===== config.mk =====
export PLATFORM = sky130hd
export DESIGN_NAME = uart_regif
export DESIGN_NICKNAME = d
export VERILOG_FILES = /design/src/rtl/uart_regif_pkg.sv /design/src/rtl/uart_fifo.sv /design/src/rtl/uart_tx.sv /design/src/rtl/uart_rx.sv /design/src/rtl/uart_regif.sv
export SDC_FILE = /design/constraint.sdc
export NUM_CORES = 1
export LEC_CHECK = 0
export ABC_AREA = 1
export BUFFER_PORTS_ARGS = -buffer_cell sky130_fd_sc_hd__buf_2
export CORE_MARGIN = 4
export CORE_UTILIZATION = 50
export CTS_BUF_LIST = sky130_fd_sc_hd__clkbuf_16
export DETAILED_ROUTE_END_ITERATION = 12
export PLACE_DENSITY_LB_ADDON = 0.2
export SYNTH_ARGS = -nofsm -noshare
export SYNTH_HDL_FRONTEND = slang
export SYNTH_HIERARCHICAL = 1
export SYNTH_SLANG_ARGS = --single-unit

===== constraint.sdc =====
create_clock -name clk -period 10.5 [get_ports clk]
set_input_delay 1.05 -clock clk [delete_from_list [all_inputs] [get_ports clk]]
set_output_delay 1.05 -clock clk [all_outputs]
set_load 0.03 [all_outputs]

===== src/rtl/uart_regif_pkg.sv =====
package uart_regif_pkg;

    localparam logic [2:0] OFS_DATA = 3'd0;
    localparam logic [2:0] OFS_IER  = 3'd1;
    localparam logic [2:0] OFS_FCR  = 3'd2;
    localparam logic [2:0] OFS_LCR  = 3'd3;
    localparam logic [2:0] OFS_MCR  = 3'd4;
    localparam logic [2:0] OFS_LSR  = 3'd5;
    localparam logic [2:0] OFS_MSR  = 3'd6;
    localparam logic [2:0] OFS_SCR  = 3'd7;

    typedef enum logic [2:0] {
        RX_IDLE,
        RX_START,
        RX_DATA,
        RX_STOP,
        RX_WAITHI
    } rx_state_e;

    // receive trigger level selected by FIFO-control bits 7:6
    function automatic int unsigned trig_level(input logic [1:0] sel);
        case (sel)
            2'd0:    return 1;
            2'd1:    return 4;
            2'd2:    return 8;
            default: return 14;
        endcase
    endfunction

endpackage


===== src/rtl/uart_fifo.sv =====
module uart_fifo #(
    parameter int W     = 8,
    parameter int DEPTH = 16
) (
    input  logic                       clk,
    input  logic                       rst_n,
    input  logic                       clr,
    input  logic                       push,
    input  logic [W-1:0]               wdata,
    input  logic                       pop,
    output logic [W-1:0]               rdata,
    output logic [$clog2(DEPTH+1)-1:0] count
);
    localparam int AW = $clog2(DEPTH);
    localparam int CW = $clog2(DEPTH + 1);

    typedef struct packed {
        logic [AW-1:0] rd;
        logic [AW-1:0] wr;
        logic [CW-1:0] cnt;
    } fifo_st_t;

    fifo_st_t       s_d, s_q;
    logic [W-1:0]   mem [DEPTH];
    logic           do_push, do_pop;

    always_comb begin
        do_push = push && (s_q.cnt != CW'(DEPTH));
        do_pop  = pop && (s_q.cnt != '0);
        s_d     = s_q;
        if (clr) begin
            s_d = '0;
        end else begin
            if (do_push) s_d.wr = s_q.wr + 1'b1;
            if (do_pop)  s_d.rd = s_q.rd + 1'b1;
            s_d.cnt = s_q.cnt + CW'(do_push) - CW'(do_pop);
        end
    end

    always_ff @(posedge clk or negedge rst_n) begin
        if (!rst_n) s_q <= '0;
        else        s_q <= s_d;
    end

    always_ff @(posedge clk) begin
        if (do_push && !clr) mem[s_q.wr] <= wdata;
    end

    assign rdata = mem[s_q.rd];
    assign count = s_q.cnt;


    cnt_bound_chk: assert property (@(posedge clk) disable iff (!rst_n)
        s_q.cnt <= CW'(DEPTH));


    clr_empties_chk: assert property (@(posedge clk) disable iff (!rst_n)
        clr |=> (count == '0));

endmodule


===== src/rtl/uart_tx.sv =====
module uart_tx (
    input  logic       clk,
    input  logic       rst_n,
    input  logic       tick16,
    input  logic       have,
    input  logic [7:0] data,
    output logic       pop,
    output logic       busy,
    output logic       txd
);
    typedef struct packed {
        logic       busy;
        logic [3:0] sub;
        logic [3:0] bitn;
        logic [7:0] sh;
    } tx_st_t;

    tx_st_t s_d, s_q;

    always_comb begin
        s_d = s_q;
        pop = 1'b0;
        if (!s_q.busy) begin
            if (have && tick16) begin
                pop      = 1'b1;
                s_d.busy = 1'b1;
                s_d.sub  = '0;
                s_d.bitn = '0;
                s_d.sh   = data;
            end
        end else if (tick16) begin
            s_d.sub = s_q.sub + 4'd1;
            if (s_q.sub == 4'd15) begin
                if (s_q.bitn == 4'd9) begin
                    s_d.busy = 1'b0;
                end else begin
                    s_d.bitn = s_q.bitn + 4'd1;
                    if (s_q.bitn != 4'd0) s_d.sh = s_q.sh >> 1;
                end
            end
        end
        if (!s_q.busy)               txd = 1'b1;
        else if (s_q.bitn == 4'd0)   txd = 1'b0;
        else if (s_q.bitn == 4'd9)   txd = 1'b1;
        else                         txd = s_q.sh[0];
        busy = s_q.busy;
    end

    always_ff @(posedge clk or negedge rst_n) begin
        if (!rst_n) s_q <= '0;
        else        s_q <= s_d;
    end


    start_after_load_chk: assert property (@(posedge clk) disable iff (!rst_n)
        pop |=> !txd);

endmodule


===== src/rtl/uart_rx.sv =====
module uart_rx
    import uart_regif_pkg::*;
(
    input  logic       clk,
    input  logic       rst_n,
    input  logic       tick16,
    input  logic       rxd,
    output logic       push,
    output logic       ferr,
    output logic [7:0] data
);
    typedef struct packed {
        rx_state_e  st;
        logic [3:0] sub;
        logic [2:0] bitn;
        logic [7:0] sh;
    } rx_st_t;

    rx_st_t s_d, s_q;

    always_comb begin
        s_d  = s_q;
        push = 1'b0;
        ferr = 1'b0;
        unique case (s_q.st)
            RX_IDLE: if (!rxd) begin
                s_d.st  = RX_START;
                s_d.sub = '0;
            end
            RX_START: if (tick16) begin
                s_d.sub = s_q.sub + 4'd1;
                if (s_q.sub == 4'd7) begin
                    s_d.sub  = '0;
                    s_d.bitn = '0;
                    s_d.st   = rxd ? RX_IDLE : RX_DATA;
                end
            end
            RX_DATA: if (tick16) begin
                s_d.sub = s_q.sub + 4'd1;
                if (s_q.sub == 4'd15) begin
                    s_d.sh   = {rxd, s_q.sh[7:1]};
                    s_d.bitn = s_q.bitn + 3'd1;
                    if (s_q.bitn == 3'd7) s_d.st = RX_STOP;
                end
            end
            RX_STOP: if (tick16) begin
                s_d.sub = s_q.sub + 4'd1;
                if (s_q.sub == 4'd15) begin
                    if (rxd) begin
                        push   = 1'b1;
                        s_d.st = RX_IDLE;
                    end else begin
                        ferr   = 1'b1;
                        s_d.st = RX_WAITHI;
                    end
                end
            end
            RX_WAITHI: if (rxd) s_d.st = RX_IDLE;
            default: s_d.st = RX_IDLE;
        endcase
        data = s_q.sh;
    end

    always_ff @(posedge clk or negedge rst_n) begin
        if (!rst_n) s_q <= '{st: RX_IDLE, sub: '0, bitn: '0, sh: '0};
        else        s_q <= s_d;
    end

endmodule


===== src/rtl/uart_regif.sv =====
module uart_regif
    import uart_regif_pkg::*;
#(
    parameter int          DEPTH         = 16,
    parameter int          CLKS_PER_TICK = 4,
    parameter logic [15:0] DIV_RESET     = 16'd1
) (
    input  logic       clk,
    input  logic       rst_n,
    input  logic [2:0] reg_addr,
    input  logic       reg_wr,
    input  logic       reg_rd,
    input  logic [7:0] reg_wdata,
    output logic [7:0] reg_rdata,
    input  logic       rxd,
    output logic       txd,
    output logic       dtr,
    output logic       rts,
    output logic       irq
);
    localparam int CW = $clog2(DEPTH + 1);
    localparam int RW = (CLKS_PER_TICK > 1) ? $clog2(CLKS_PER_TICK) : 1;

    typedef struct packed {
        logic [7:0]    lcr;
        logic [3:0]    ier;
        logic [4:0]    mcr;
        logic [7:0]    scr;
        logic [7:0]    dll;
        logic [7:0]    dlm;
        logic [1:0]    trig_sel;
        logic          ferr;
        logic          irq;
        logic [RW-1:0] ref_cnt;
        logic [15:0]   div_cnt;
        logic          rxd_s1;
        logic          rxd_s2;
    } regs_t;

    regs_t          s_d, s_q;
    logic           ref_tick, tick16, dlab;
    logic [15:0]    divisor;
    logic [CW-1:0]  rx_cnt, tx_cnt, trig;
    logic [7:0]     rx_head, tx_head, rx_byte;
    logic           tx_push, tx_pop, tx_clr, tx_busy;
    logic           rx_push, rx_pop, rx_clr, rx_ferr, rx_dr, tx_empty;

    assign dlab     = s_q.lcr[7];
    assign divisor  = {s_q.dlm, s_q.dll};
    assign trig     = CW'(trig_level(s_q.trig_sel));
    assign tx_push  = reg_wr && (reg_addr == OFS_DATA) && !dlab;
    assign rx_pop   = reg_rd && (reg_addr == OFS_DATA) && !dlab;
    assign tx_clr   = reg_wr && (reg_addr == OFS_FCR) && reg_wdata[2];
    assign rx_clr   = reg_wr && (reg_addr == OFS_FCR) && reg_wdata[1];
    assign rx_dr    = (rx_cnt != '0);
    assign tx_empty = (tx_cnt == '0);

    always_comb begin
        s_d = s_q;
        ref_tick    = (s_q.ref_cnt == RW'(CLKS_PER_TICK - 1));
        s_d.ref_cnt = ref_tick ? '0 : s_q.ref_cnt + 1'b1;
        tick16      = 1'b0;
        if (ref_tick && (divisor != '0)) begin
            if (s_q.div_cnt >= divisor - 16'd1) begin
                s_d.div_cnt = '0;
                tick16      = 1'b1;
            end else begin
                s_d.div_cnt = s_q.div_cnt + 16'd1;
            end
        end
        s_d.rxd_s1 = rxd;
        s_d.rxd_s2 = s_q.rxd_s1;
        if (reg_wr) begin
            unique case (reg_addr)
                OFS_DATA: if (dlab) s_d.dll = reg_wdata;
                OFS_IER:  if (dlab) s_d.dlm = reg_wdata; else s_d.ier = reg_wdata[3:0];
                OFS_FCR:  s_d.trig_sel = reg_wdata[7:6];
                OFS_LCR:  s_d.lcr = reg_wdata;
                OFS_MCR:  s_d.mcr = reg_wdata[4:0];
                OFS_SCR:  s_d.scr = reg_wdata;
                default: ;
            endcase
        end
        if (reg_rd && (reg_addr == OFS_LSR)) s_d.ferr = 1'b0;
        if (rx_ferr) s_d.ferr = 1'b1;
        s_d.irq = s_q.mcr[3] && s_q.ier[0] && (rx_cnt >= trig);

        unique case (reg_addr)
            OFS_DATA: reg_rdata = dlab ? s_q.dll : (rx_dr ? rx_head : 8'h00);
            OFS_IER:  reg_rdata = dlab ? s_q.dlm : {4'h0, s_q.ier};
            OFS_FCR:  reg_rdata = {s_q.trig_sel, 5'b0, !s_q.irq};
            OFS_LCR:  reg_rdata = s_q.lcr;
            OFS_MCR:  reg_rdata = {3'b0, s_q.mcr};
            OFS_LSR:  reg_rdata = {1'b0, tx_empty && !tx_busy, tx_empty, 1'b0,
                                   s_q.ferr, 2'b0, rx_dr};
            OFS_MSR:  reg_rdata = 8'h00;
            default:  reg_rdata = s_q.scr;
        endcase
    end

    always_ff @(posedge clk or negedge rst_n) begin
        if (!rst_n) begin
            s_q         <= '0;
            s_q.dll     <= DIV_RESET[7:0];
            s_q.dlm     <= DIV_RESET[15:8];
            s_q.rxd_s1  <= 1'b1;
            s_q.rxd_s2  <= 1'b1;
        end else begin
            s_q <= s_d;
        end
    end

    assign dtr = s_q.mcr[0];
    assign rts = s_q.mcr[1];
    assign irq = s_q.irq;

    uart_fifo #(.W(8), .DEPTH(DEPTH)) u_tx_fifo (
        .clk(clk), .rst_n(rst_n), .clr(tx_clr), .push(tx_push), .wdata(reg_wdata),
        .pop(tx_pop), .rdata(tx_head), .count(tx_cnt)
    );

    uart_fifo #(.W(8), .DEPTH(DEPTH)) u_rx_fifo (
        .clk(clk), .rst_n(rst_n), .clr(rx_clr), .push(rx_push), .wdata(rx_byte),
        .pop(rx_pop), .rdata(rx_head), .count(rx_cnt)
    );

    uart_tx u_tx (
        .clk(clk), .rst_n(rst_n), .tick16(tick16), .have(!tx_empty), .data(tx_head),
        .pop(tx_pop), .busy(tx_busy), .txd(txd)
    );

    uart_rx u_rx (
        .clk(clk), .rst_n(rst_n), .tick16(tick16), .rxd(s_q.rxd_s2),
        .push(rx_push), .ferr(rx_ferr), .data(rx_byte)
    );


    latch_write_no_queue_chk: assert property (@(posedge clk) disable iff (!rst_n)
        (reg_wr && reg_addr == OFS_DATA && dlab && !tx_pop && !tx_clr)
            |=> (tx_cnt == $past(tx_cnt)));


    bad_stop_dropped_chk: assert property (@(posedge clk) disable iff (!rst_n)
        (rx_ferr && !rx_pop && !rx_clr) |=> (rx_cnt == $past(rx_cnt)));


    lsr_read_clears_chk: assert property (@(posedge clk) disable iff (!rst_n)
        (reg_rd && reg_addr == OFS_LSR && !rx_ferr) |=> !s_q.ferr);


    irq_gate_chk: assert property (@(posedge clk) disable iff (!rst_n)
        (!s_q.mcr[3] || rx_cnt < trig) |=> !irq);


    idle_line_chk: assert property (@(posedge clk) disable iff (!rst_n)
        (tx_empty && !tx_busy) |-> txd);

endmodule


* Word level (Yosys, flattened, before mapping)
Memory sizes are Yosys's and may differ from the RTL's.
Index checks and enable logic that the tools add are counted.
** Word-level totals
- Word-level logic and storage cells :: 194
- RAM bits :: 256
- Output and inout bits :: 12
- Register bits after elaboration :: 126
- Memories kept :: 2
- Input bits :: 16
** Memory list
- u_rx_fifo.mem :: words 16, bits a word 8, rd ports 1, clocked after memory_dff 0, wr ports 1, line uart_fifo.sv:24 : logic [W-1:0] mem [DEPTH];
- u_tx_fifo.mem :: words 16, bits a word 8, rd ports 1, clocked after memory_dff 0, wr ports 1, line uart_fifo.sv:24
** Cells by class
- Bitwise operators :: 1
- Reductions and logical operators :: 56
- Multiplexer cells :: 57
- Add/sub/neg operators :: 15
- Magnitude comparators :: 2
- Equal/unequal tests :: 34
** Operators with widths (count)
- case mux 8 bit (7 select lines) :: 1
- two-way mux 17 bit :: 3
- two-way mux 8 bit :: 4
- adder 4 x 1 -> 4 bit (second input constant) :: 7
- two-way mux 13 bit :: 2
- two-way mux 12 bit :: 2
- two-way mux 1 bit :: 23
- two-way mux 10 bit :: 2
- logical AND 1 bit :: 19
- equality test 3 bit (second input constant) :: 6
- two-way mux 18 bit :: 1
- adder 16 x 1 -> 16 bit (second input constant) :: 1
- greater-or-equal comparator 16 bit :: 1
- two-way mux 16 bit :: 1
- two-way mux 4 bit :: 4
- inequality test 2 bit (second input constant) :: 8
- case mux 4 bit (4 select lines) :: 1
- nonzero test 16 bit :: 1
- subtractor 16 x 1 -> 16 bit (second input constant) :: 1
- two-way mux 3 bit :: 5
- case mux 3 bit (5 select lines) :: 1
- AND reduction 5 bit :: 3
- two-way mux 7 bit :: 2
- nonzero test 2 bit :: 7
- other kinds (29) :: 59

* Depth between registers and ports, before layout
Gate-level depths: netlist (run 1).
- Depth in word-level cells :: 10
- Depth in mapped cells :: 29
- Gate-level depth less buffers :: 29

* Cells and area by module
The synthesis (run 1) kept the hierarchy.
** By module, submodules not included
- uart_fifo :: area each 6448.7 um2, times used 2, seq. area each 4169.0 um2, cells an instance 643
- uart_regif :: area each 4105.2 um2, times used 1, seq. area each 1630.3 um2, cells an instance 564
- uart_rx :: area each 1109.8 um2, times used 1, seq. area each 450.4 um2, cells an instance 142
- uart_tx :: area each 1047.3 um2, times used 1, seq. area each 425.4 um2, cells an instance 127

* Worst setup path before layout (run 1)
OpenSTA, ideal clock, no wires.
- Kind :: reg2reg
- From :: reg s_q, in the netlist divisor[2]
- To :: reg u_rx_fifo.s_q, in the netlist u_rx_fifo/count[4]
- Buffers on the path :: 0
- Period minus slack after synthesis :: 4.360 ns
- Data required time :: 10.383 ns
- Stages on the path, launching flop included :: 29
- Slack :: 6.140 ns
- Arrival time :: 4.243 ns
- Setup time :: 0.117 ns
- Cell sequence :: dfrtp_1 -> nor2_1 -> nand2_1 -> nor2_1 -> nand2_1 -> nor2_1 -> nand3_1 -> xor2_1 -> inv_1 -> ha_1 -> nand4_1 -> nor2_1 -> nand2_1 -> a21oi_4 -> inv_2 -> nor2_4 -> inv_1 -> nor3_1 -> nand2_1 -> ha_1 -> inv_1 -> ha_1 -> fa_1 -> nand2_1 -> nand2_1 -> a21oi_1 -> nand2_1 -> nand2_1 -> nor2_1
** RTL lines
- start: declaration :: line uart_regif.sv:40 : regs_t s_d, s_q;
- end signal: assignment :: line uart_fifo.sv:41 : if (!rst_n) s_q <= '0;
- end signal: assignment :: line uart_fifo.sv:42 : else s_q <= s_d;
- end: declaration :: line uart_fifo.sv:23 : fifo_st_t s_d, s_q;

==> impl_metrics.csv, run 1 <==
group,metric,value,unit
setup_path,critPathArrivalTime,5.76,ns
detailed_routing,dr.pass1.iters,6,
yosys,yosysWarnings,6,
floorplanning,die_area,0.0415,mm^2
global_routing,grt_usage,21.6,%
finish,area_growth,7.91,%
finish,multi_input_area,0.00679,mm^2
clock_network,cts_tree,"yes",
setup_path,worstSetupPathType,"reg2reg",
global_routing,antenna_found_initial,0,
setup_path,critPathMostFrequentCell,"nand2_1",
floorplanning,die_x,204,um
clock_network,clkSinkCount,382,
yosys,ys_seq_elements,382,
finish,fin_nets,2184,
power_and_ir_drop,total_power,4.02,mW
global_routing,grt_pass1_vias,13400,
clock_network,holdBufCountCts,0,
yosys,synth_area,0.0192,mm^2
yosys,seq_area_frac_synth,56.6,%
finish,register_area,0.0108,mm^2
clock_network,insertion_delay,0.56,ns
timing,tightest_slew,0.981,ns
finish,drive_above_1_share,7.83,%
run,maxCapViolations,0,
detailed_routing,route.antenna.remaining_nets,0,
detailed_routing,vias,13700,
power_and_ir_drop,powerDensity,194,mW/mm^2
setup_path,cp.required,10.95,ns
yosys,synth_edf_count,256,
clock_network,root_buffer,"clkbuf_16",
setup_path,r2r_slack,5.19,ns
timing,max_freq,188,MHz
global_routing,overflow,0,
detailed_routing,routed_wirelength,43800,um
detailed_routing,routedWlPerCell,16.5,um
timing,fin_crit,5.31,ns
timing,holdWs,0.355,ns
hold_path,hold_path_class,"reg2reg",
clock_network,cts_buffer_depth,3,
setup_path,crit_fanout,22,
setup_path,startpoint_type,"flop",
setup_path,endpoint_kind,"flop",
timing,maxSlewViolCount,0,
placed_design,gp_congestion,0.875,
setup_path,slowest_stage,"a21oi_4",
power_and_ir_drop,leakagePower,9.38,nW
outcome,status,"complete, no violations",
clock_network,clk_pin_slew,0.06,ns
placed_design,port_buffers,27,
timing,timing.final.hold_violations,0,
setup_path,max_stage_delay,0.68,ns
finish,nFillCells,3390,
yosys,syn_inst,2119,
clock_network,postCtsSetupBuffers,0,
timing,setup_viol,0,
timing,skew,0.0176,ns
yosys,ys_types,50,
power_and_ir_drop,ir_worst_vdd,0.147,mV
floorplanning,initial_core_util,50.7,%
placed_design,hpwl,29100,um
clock_network,numCtsBuffers,43,
clock_network,cts_max_level,2,
floorplanning,ios,28,
timing,rsz0062_at_grt,"false",
yosys,syn_nets,2189,
detailed_routing,avgViaCountPerCell,5.15,
detailed_routing,drc,0,
floorplanning,die_h,204,um
timing,fin_crit_sh,50.6,%
timing,setup_tns,0,ns
yosys,synthArstFlopShare,33.0,%
floorplanning,coreArea,0.0378,mm^2
yosys,synthFlopType,"edfxtp_1",
timing,maxSlewHeadroom,34.6,%
global_routing,grt_first_pass_wirelength,71400,um
global_routing,grt_max_degree,84,
yosys,syn_avg_cell_area,9.04,um^2
detailed_routing,drt_iter0_drc,983,
finish,antennaDiodeCount,0,
floorplanning,row_count,71,
clock_network,post_cts_resize_count,0,
-- cell type report --
| type | count | share of cell area [%] |
|---|---|---|
| well taps | 511 | 3.09 |
| clock buffers | 43 | 5.20 |
| repair buffers | 31 | 0.829 |
| flip-flops and latches | 382 | 52.5 |
| clock inverters | 34 | 1.11 |
| multi-input cells | 1411 | 32.9 |
| inverters | 245 | 4.45 |
-- where the power goes --
part           switching, mW  internal, mW
combinational          0.556         0.279
sequential             0.100          1.69
clock                  0.583         0.815
total                   1.24          2.78
-- registers in the layout, summed over array words and instances (netlist names) --
| signal | flops |
|---|---|
| dlab | 1 |
| divisor | 16 |
| u_tx_fifo/count | 5 |
| u_tx/busy | 1 |
| u_tx_fifo/s_q | 8 |
| u_tx/s_q | 16 |
| s_q | 44 |
| u_rx_fifo/mem | 128 |
| irq | 1 |
| dtr | 1 |
| s_d | 1 |
| u_rx_fifo/s_q | 8 |
| u_tx_fifo/mem | 128 |
| u_rx/s_q | 10 |
| u_rx/data | 8 |
| u_rx_fifo/count | 5 |
| rts | 1 |
-- layout by cell type (no fill, tap or decap), types with 24 or more instances in the layout --
| cell type | netlist | final |
|---|---|---|
| nand2_1 | 733 | 733 |
| nor2_1 | 223 | 223 |
| o21ai_0 | 65 | 65 |
| clkbuf_16 | 0 | 43 |
| nand3_1 | 154 | 154 |
| a21oi_1 | 24 | 24 |
| nand3_2 | 27 | 27 |
| ha_1 | 52 | 52 |
| inv_1 | 222 | 233 |
| edfxtp_1 | 256 | 256 |
| dfrtp_1 | 123 | 121 |
| buf_2 | 14 | 26 |
| nand4_1 | 49 | 49 |
-- worst max-delay path, delay by kind of cell (launching register included) --
kind	cells	cell delay, ns
AOI/OAI and AO/OA	2	0.83
xor gates and xnor gates	1	0.14
adders and majority gates	4	1.22
buffers and inverters	4	0.38
DFF	1	0.43
and+or+nand+nor	17	2.22
-- final timing paths --
| kind | startpoint | end | depth (start not counted) |
|---|---|---|---|
| hold / removal | s_d[0] | s_q[0] | 0 |
| hold reg to reg | s_d[0] | s_q[0] | 0 |
| setup reg to reg | divisor[2] | u_rx_fifo/count[4] | 28 |
| max in group asynchronous | rst_n | s_q[44] | 2 |
| min in group asynchronous | rst_n | u_tx/s_q[8] | 1 |
| setup / recovery | divisor[2] | u_rx_fifo/count[4] | 28 |
-- metrics by stage --
stage	instances	utilization [%]	setup WS [ns]	instance area [um^2]
3_5_place_dp	2580	51.3	5.17	19400
2_1_floorplan	2119	-	6.14	19200
6_report	2657	54.8	5.19	20700
4_1_cts	2657	54.8	5.18	20700
3_3_place_gp	2580	51.3	5.32	19400
5_1_grt	2657	54.8	4.61	20700
-- synth_stat cells (15+ instances only) --
| cell | number | share of area, % |
|---|---|---|
| nand2_1 | 733 | 14 |
| edfxtp_1 | 256 | 40 |
| nor2_1 | 223 | 4.4 |
| inv_1 | 222 | 4.3 |
| nand3_1 | 154 | 4.0 |
| dfrtp_1 | 123 | 16 |
| o21ai_0 | 65 | 1.7 |
| ha_1 | 52 | 3.4 |
| nand4_1 | 49 | 1.6 |
| buf_4 | 35 | 1.4 |
| nand3_2 | 27 | 1.4 |
| a21oi_1 | 24 | 0.63 |
| xor2_1 | 20 | 0.91 |
| inv_2 | 18 | 0.35 |
| clkbuf_1 | 15 | 0.29 |
-- layer usage --
layer / vias up / global-route usage, % / wire length [um]
met5: - / 0 / 0
met4: 0 / 6.99 / 1220
met3: 93 / 3.32 / 2570
met1: 6390 / 29.3 / 19000
li1: 6824 / - / -
met2: 378 / 36.0 / 21000
-- cell families (layout without fill, tap and decap cells) --
family	Yosys count	in the layout	synth area share, %
compound gates	118	118	3.55
xor+xnor	24	24	1.10
fa+ha+maj	54	54	3.60
buf+inv	326	353	7.95
flops	382	382	56.6
simple gates	1215	1215	27.2
(Power assumes the default switching activity.)
==> inputs of run 2 (changes only) <==
--- a/config.mk
+++ b/config.mk
@@ -5,7 +5,7 @@
 export SDC_FILE = /design/constraint.sdc
 export NUM_CORES = 1
 export LEC_CHECK = 0
-export ABC_AREA = 1
+export ABC_AREA = 0
 export BUFFER_PORTS_ARGS = -buffer_cell sky130_fd_sc_hd__buf_2
 export CORE_MARGIN = 4
 export CORE_UTILIZATION = 50
==> constraint.sdc (replaced) <==
create_clock -name clk -period 5.5 [get_ports clk]
set_input_delay 0.55 -clock clk [delete_from_list [all_inputs] [get_ports clk]]
set_output_delay 0.55 -clock clk [all_outputs]
set_load 0.03 [all_outputs]
==> impl_metrics.csv, run 2 <==
group,metric,value,unit
outcome,status,"complete, no violations",
floorplanning,die_h,197,um
global_routing,grt_first_pass_wirelength,60600,um
detailed_routing,routed_wirelength,38000,um
yosys,seq_area_frac_synth,61.0,%
finish,final_common_cell,"edfxtp_1",
finish,fin_nets,1377,
setup_path,cp.required,5.97,ns
setup_path,r2r_slack,0.27,ns
floorplanning,die_x,197,um
finish,nFillCells,2752,
setup_path,timing.rr.start,"divisor[5]",
detailed_routing,dr.pass1.iters,5,
yosys,post-synth-top-area-cell,"edfxtp_1",
clock_network,numCtsBuffers,42,
power_and_ir_drop,ir_worst_vdd,0.363,mV
timing,skew,0.0330,ns
detailed_routing,route.antenna.remaining_nets,0,
hold_path,hold_path_class,"in2async",
timing,maxSlewViolCount,0,
clock_network,cts_buffer_depth,3,
detailed_routing,vias,10500,
timing,rsz0062_at_grt,"false",
power_and_ir_drop,powerDensity,403,mW/mm^2
run,maxCapViolations,0,
timing,tightest_slew,0.955,ns
global_routing,antenna_found_initial,0,
timing,maxSlewHeadroom,35.4,%
finish,register_area,0.0108,mm^2
clock_network,clkSinkCount,382,
timing,holdWs,0.0329,ns
detailed_routing,avgViaCountPerCell,5.87,
yosys,synth_top_area_share,43.2,%
timing,setup_viol,0,
finish,reg.largest.list,"u_rx_fifo/mem x128, u_tx_fifo/mem x128, s_q x44",
clock_network,holdBufCountCts,0,
placed_design,port_buffers,27,
yosys,synthTopCellsByArea,"edfxtp_1, dfrtp_1, mux2i_1, mux4_2, ha_1",
timing,timing.final.hold_violations,0,
setup_path,critPathMostFrequentCell,"ha_1",
clock_network,cts_tree,"yes",
placed_design,gp_congestion,0.802,
setup_path,endpoint_kind,"flop",
yosys,ys_top_cells_by_count,"edfxtp_1, dfrtp_1, mux2i_1",
setup_path,max_stage_delay,0.50,ns
yosys,syn_nets,1333,
clock_network,insertion_delay,0.57,ns
finish,stdcell_area,0.0197,mm^2
timing,fin_crit_sh,95.1,%
finish,antennaDiodeCount,0,
floorplanning,ios,28,
finish,fin_cells,1795,
setup_path,path_cells,"nor4_2 > nand2_2 > or4_1 > xor2_1 > ha_1 > nand4_1 > buf_4 > nor3_1 > or4_4 > nor3_4 > nor2_4 > buf_12 > and3b_4 > o21ai_2 > inv_1 > ha_1 > inv_1 > ha_1 > fa_2 > a21oi_1 > nor2_1 > or3_1 > a21oi_1",
floorplanning,coreArea,0.0348,mm^2
floorplanning,row_count,68,
setup_path,critical_path.top_delay_family,"simple AND/OR/NAND/NOR gates",
yosys,yosysWarnings,6,
placed_design,post-place-ws,0.00191,ns
detailed_routing,routedWlPerCell,21.2,um
placed_design,dp_cells,1716,
detailed_routing,drt_iter0_drc,687,
timing,fin_crit,5.23,ns
global_routing,overflow,0,
detailed_routing,drc,0,
global_routing,grt_usage,19.8,%
setup_path,reg2reg_depth,23,
power_and_ir_drop,leakagePower,7.83,nW
floorplanning,die_area,0.0387,mm^2
placed_design,dpl-instance-area,0.0183,mm^2
setup_path,critPathArrivalTime,5.70,ns
clock_network,root_buffer,"clkbuf_16",
setup_path,cp.buffers_inverters,4,
finish,multi_input_area,0.00630,mm^2
yosys,syn_avg_cell_area,14.1,um^2
timing,setup_tns,0,ns
placed_design,hpwl,25000,um
setup_path,worstSetupPathType,"reg2reg",
yosys,ys_types,83,
yosys,synth_edf_count,256,
yosys,ys_seq_elements,382,
setup_path,slowest_stage,"or4_1",
setup_path,r2r-end,"u_tx_fifo/count[4]",
finish,drive_above_1_share,20.6,%
setup_path,startpoint_type,"flop",
yosys,synth_area,0.0178,mm^2
clock_network,cts_max_level,2,
clock_network,clk_pin_slew,0.06,ns
timing,setup_ws,0.271,ns
setup_path,crit_fanout,25,
yosys,synthFlopType,"edfxtp_1",
yosys,syn_inst,1263,
global_routing,grt_max_degree,80,
yosys,synthArstFlopShare,33.0,%
floorplanning,initial_core_util,51.1,%
finish,area_growth,10.9,%
timing,max_freq,191,MHz
yosys,synth_most_common_cell,"edfxtp_1",
finish,final_cell_mix,"edfxtp_1, dfrtp_1, mux2i_1",
global_routing,grt_pass1_vias,10700,
## run 2: what timing repair did
action / in CTS / in global routing
pin swaps: 0 / 5
resized for setup: 1 / 15
setup buffers: 0 / 2
setup endpoints to repair: 1 / 2
## run 2: how the worst max path moves through the flow
stage / endpoint / slack, ns / from / depth (start not counted)
finish: u_tx_fifo/count[4] / 0.27 / divisor[5] / 23
global route: u_rx_fifo/count[4] / 0.02 / divisor[0] / 25
CTS: u_rx_fifo/count[4] / 0.02 / divisor[0] / 25
detailed placement: u_rx_fifo/count[4] / 0.002 / divisor[0] / 25
global placement: u_rx_fifo/count[4] / 0.12 / divisor[0] / 25
floorplan: u_rx_fifo/count[4] / 0.05 / divisor[1] / 26
## run 2: per-layer routing
layer	global-route usage, %	share of wire [%]	vias to the layer above
met4	6.11	2.8	0
met1	28.4	46	5370
met5	0	0	-
met2	31.5	47	225
met3	3.06	4.0	63
li1	-	-	4883
## run 2: final cells by class
class                           instances  share of cell area (%)
Clock inverter                         35                    1.36
Sequential cell                       382                    55.0
Timing Repair Buffer                   71                    2.45
Tap cell                              455                    2.89
Inverter                               55                    1.05
Multi-Input combinational cell        755                    32.0
Clock buffer                           42                    5.33
## run 2: logic make-up after synthesis
| group | after synthesis | share of synthesized area (%) |
|---|---|---|
| AO/OA/AOI/OAI | 196 | 8.30 |
| XOR/XNOR | 42 | 2.07 |
| adder cells (fa/ha/maj) | 54 | 3.88 |
| buffers and inverters | 126 | 4.14 |
| flip-flops | 382 | 61.0 |
| multiplexers | 159 | 11.6 |
| AND/OR/NAND/NOR | 304 | 9.03 |
## run 2: through the flow
stage / utilization, % / power, mW
finish: 56.7 / 7.94
global route: 56.7 / 8.36
CTS: 56.5 / 7.99
detailed placement: 52.7 / 5.29
global placement: 52.7 / 5.25
floorplan: - / 4.88
## run 2: worst register-to-register path, cell delays in order (launching register included)
cell and delay [ns]:
dfrtp_1 0.39, nor4_2 0.42, nand2_2 0.13, or4_1 0.50, xor2_1 0.17, ha_1 0.29
nand4_1 0.12, buf_4 0.15, nor3_1 0.05, or4_4 0.49, nor3_4 0.27, nor2_4 0.07
buf_12 0.18, and3b_4 0.22, o21ai_2 0.09, inv_1 0.07, ha_1 0.27, inv_1 0.04
ha_1 0.20, fa_2 0.35, a21oi_1 0.14, nor2_1 0.06, or3_1 0.34, a21oi_1 0.14
## run 2: where the power goes
group,switching (mW),internal (mW)
registers,0.264,3.25
logic,0.951,0.792
clock network,1.14,1.54
total,2.36,5.58
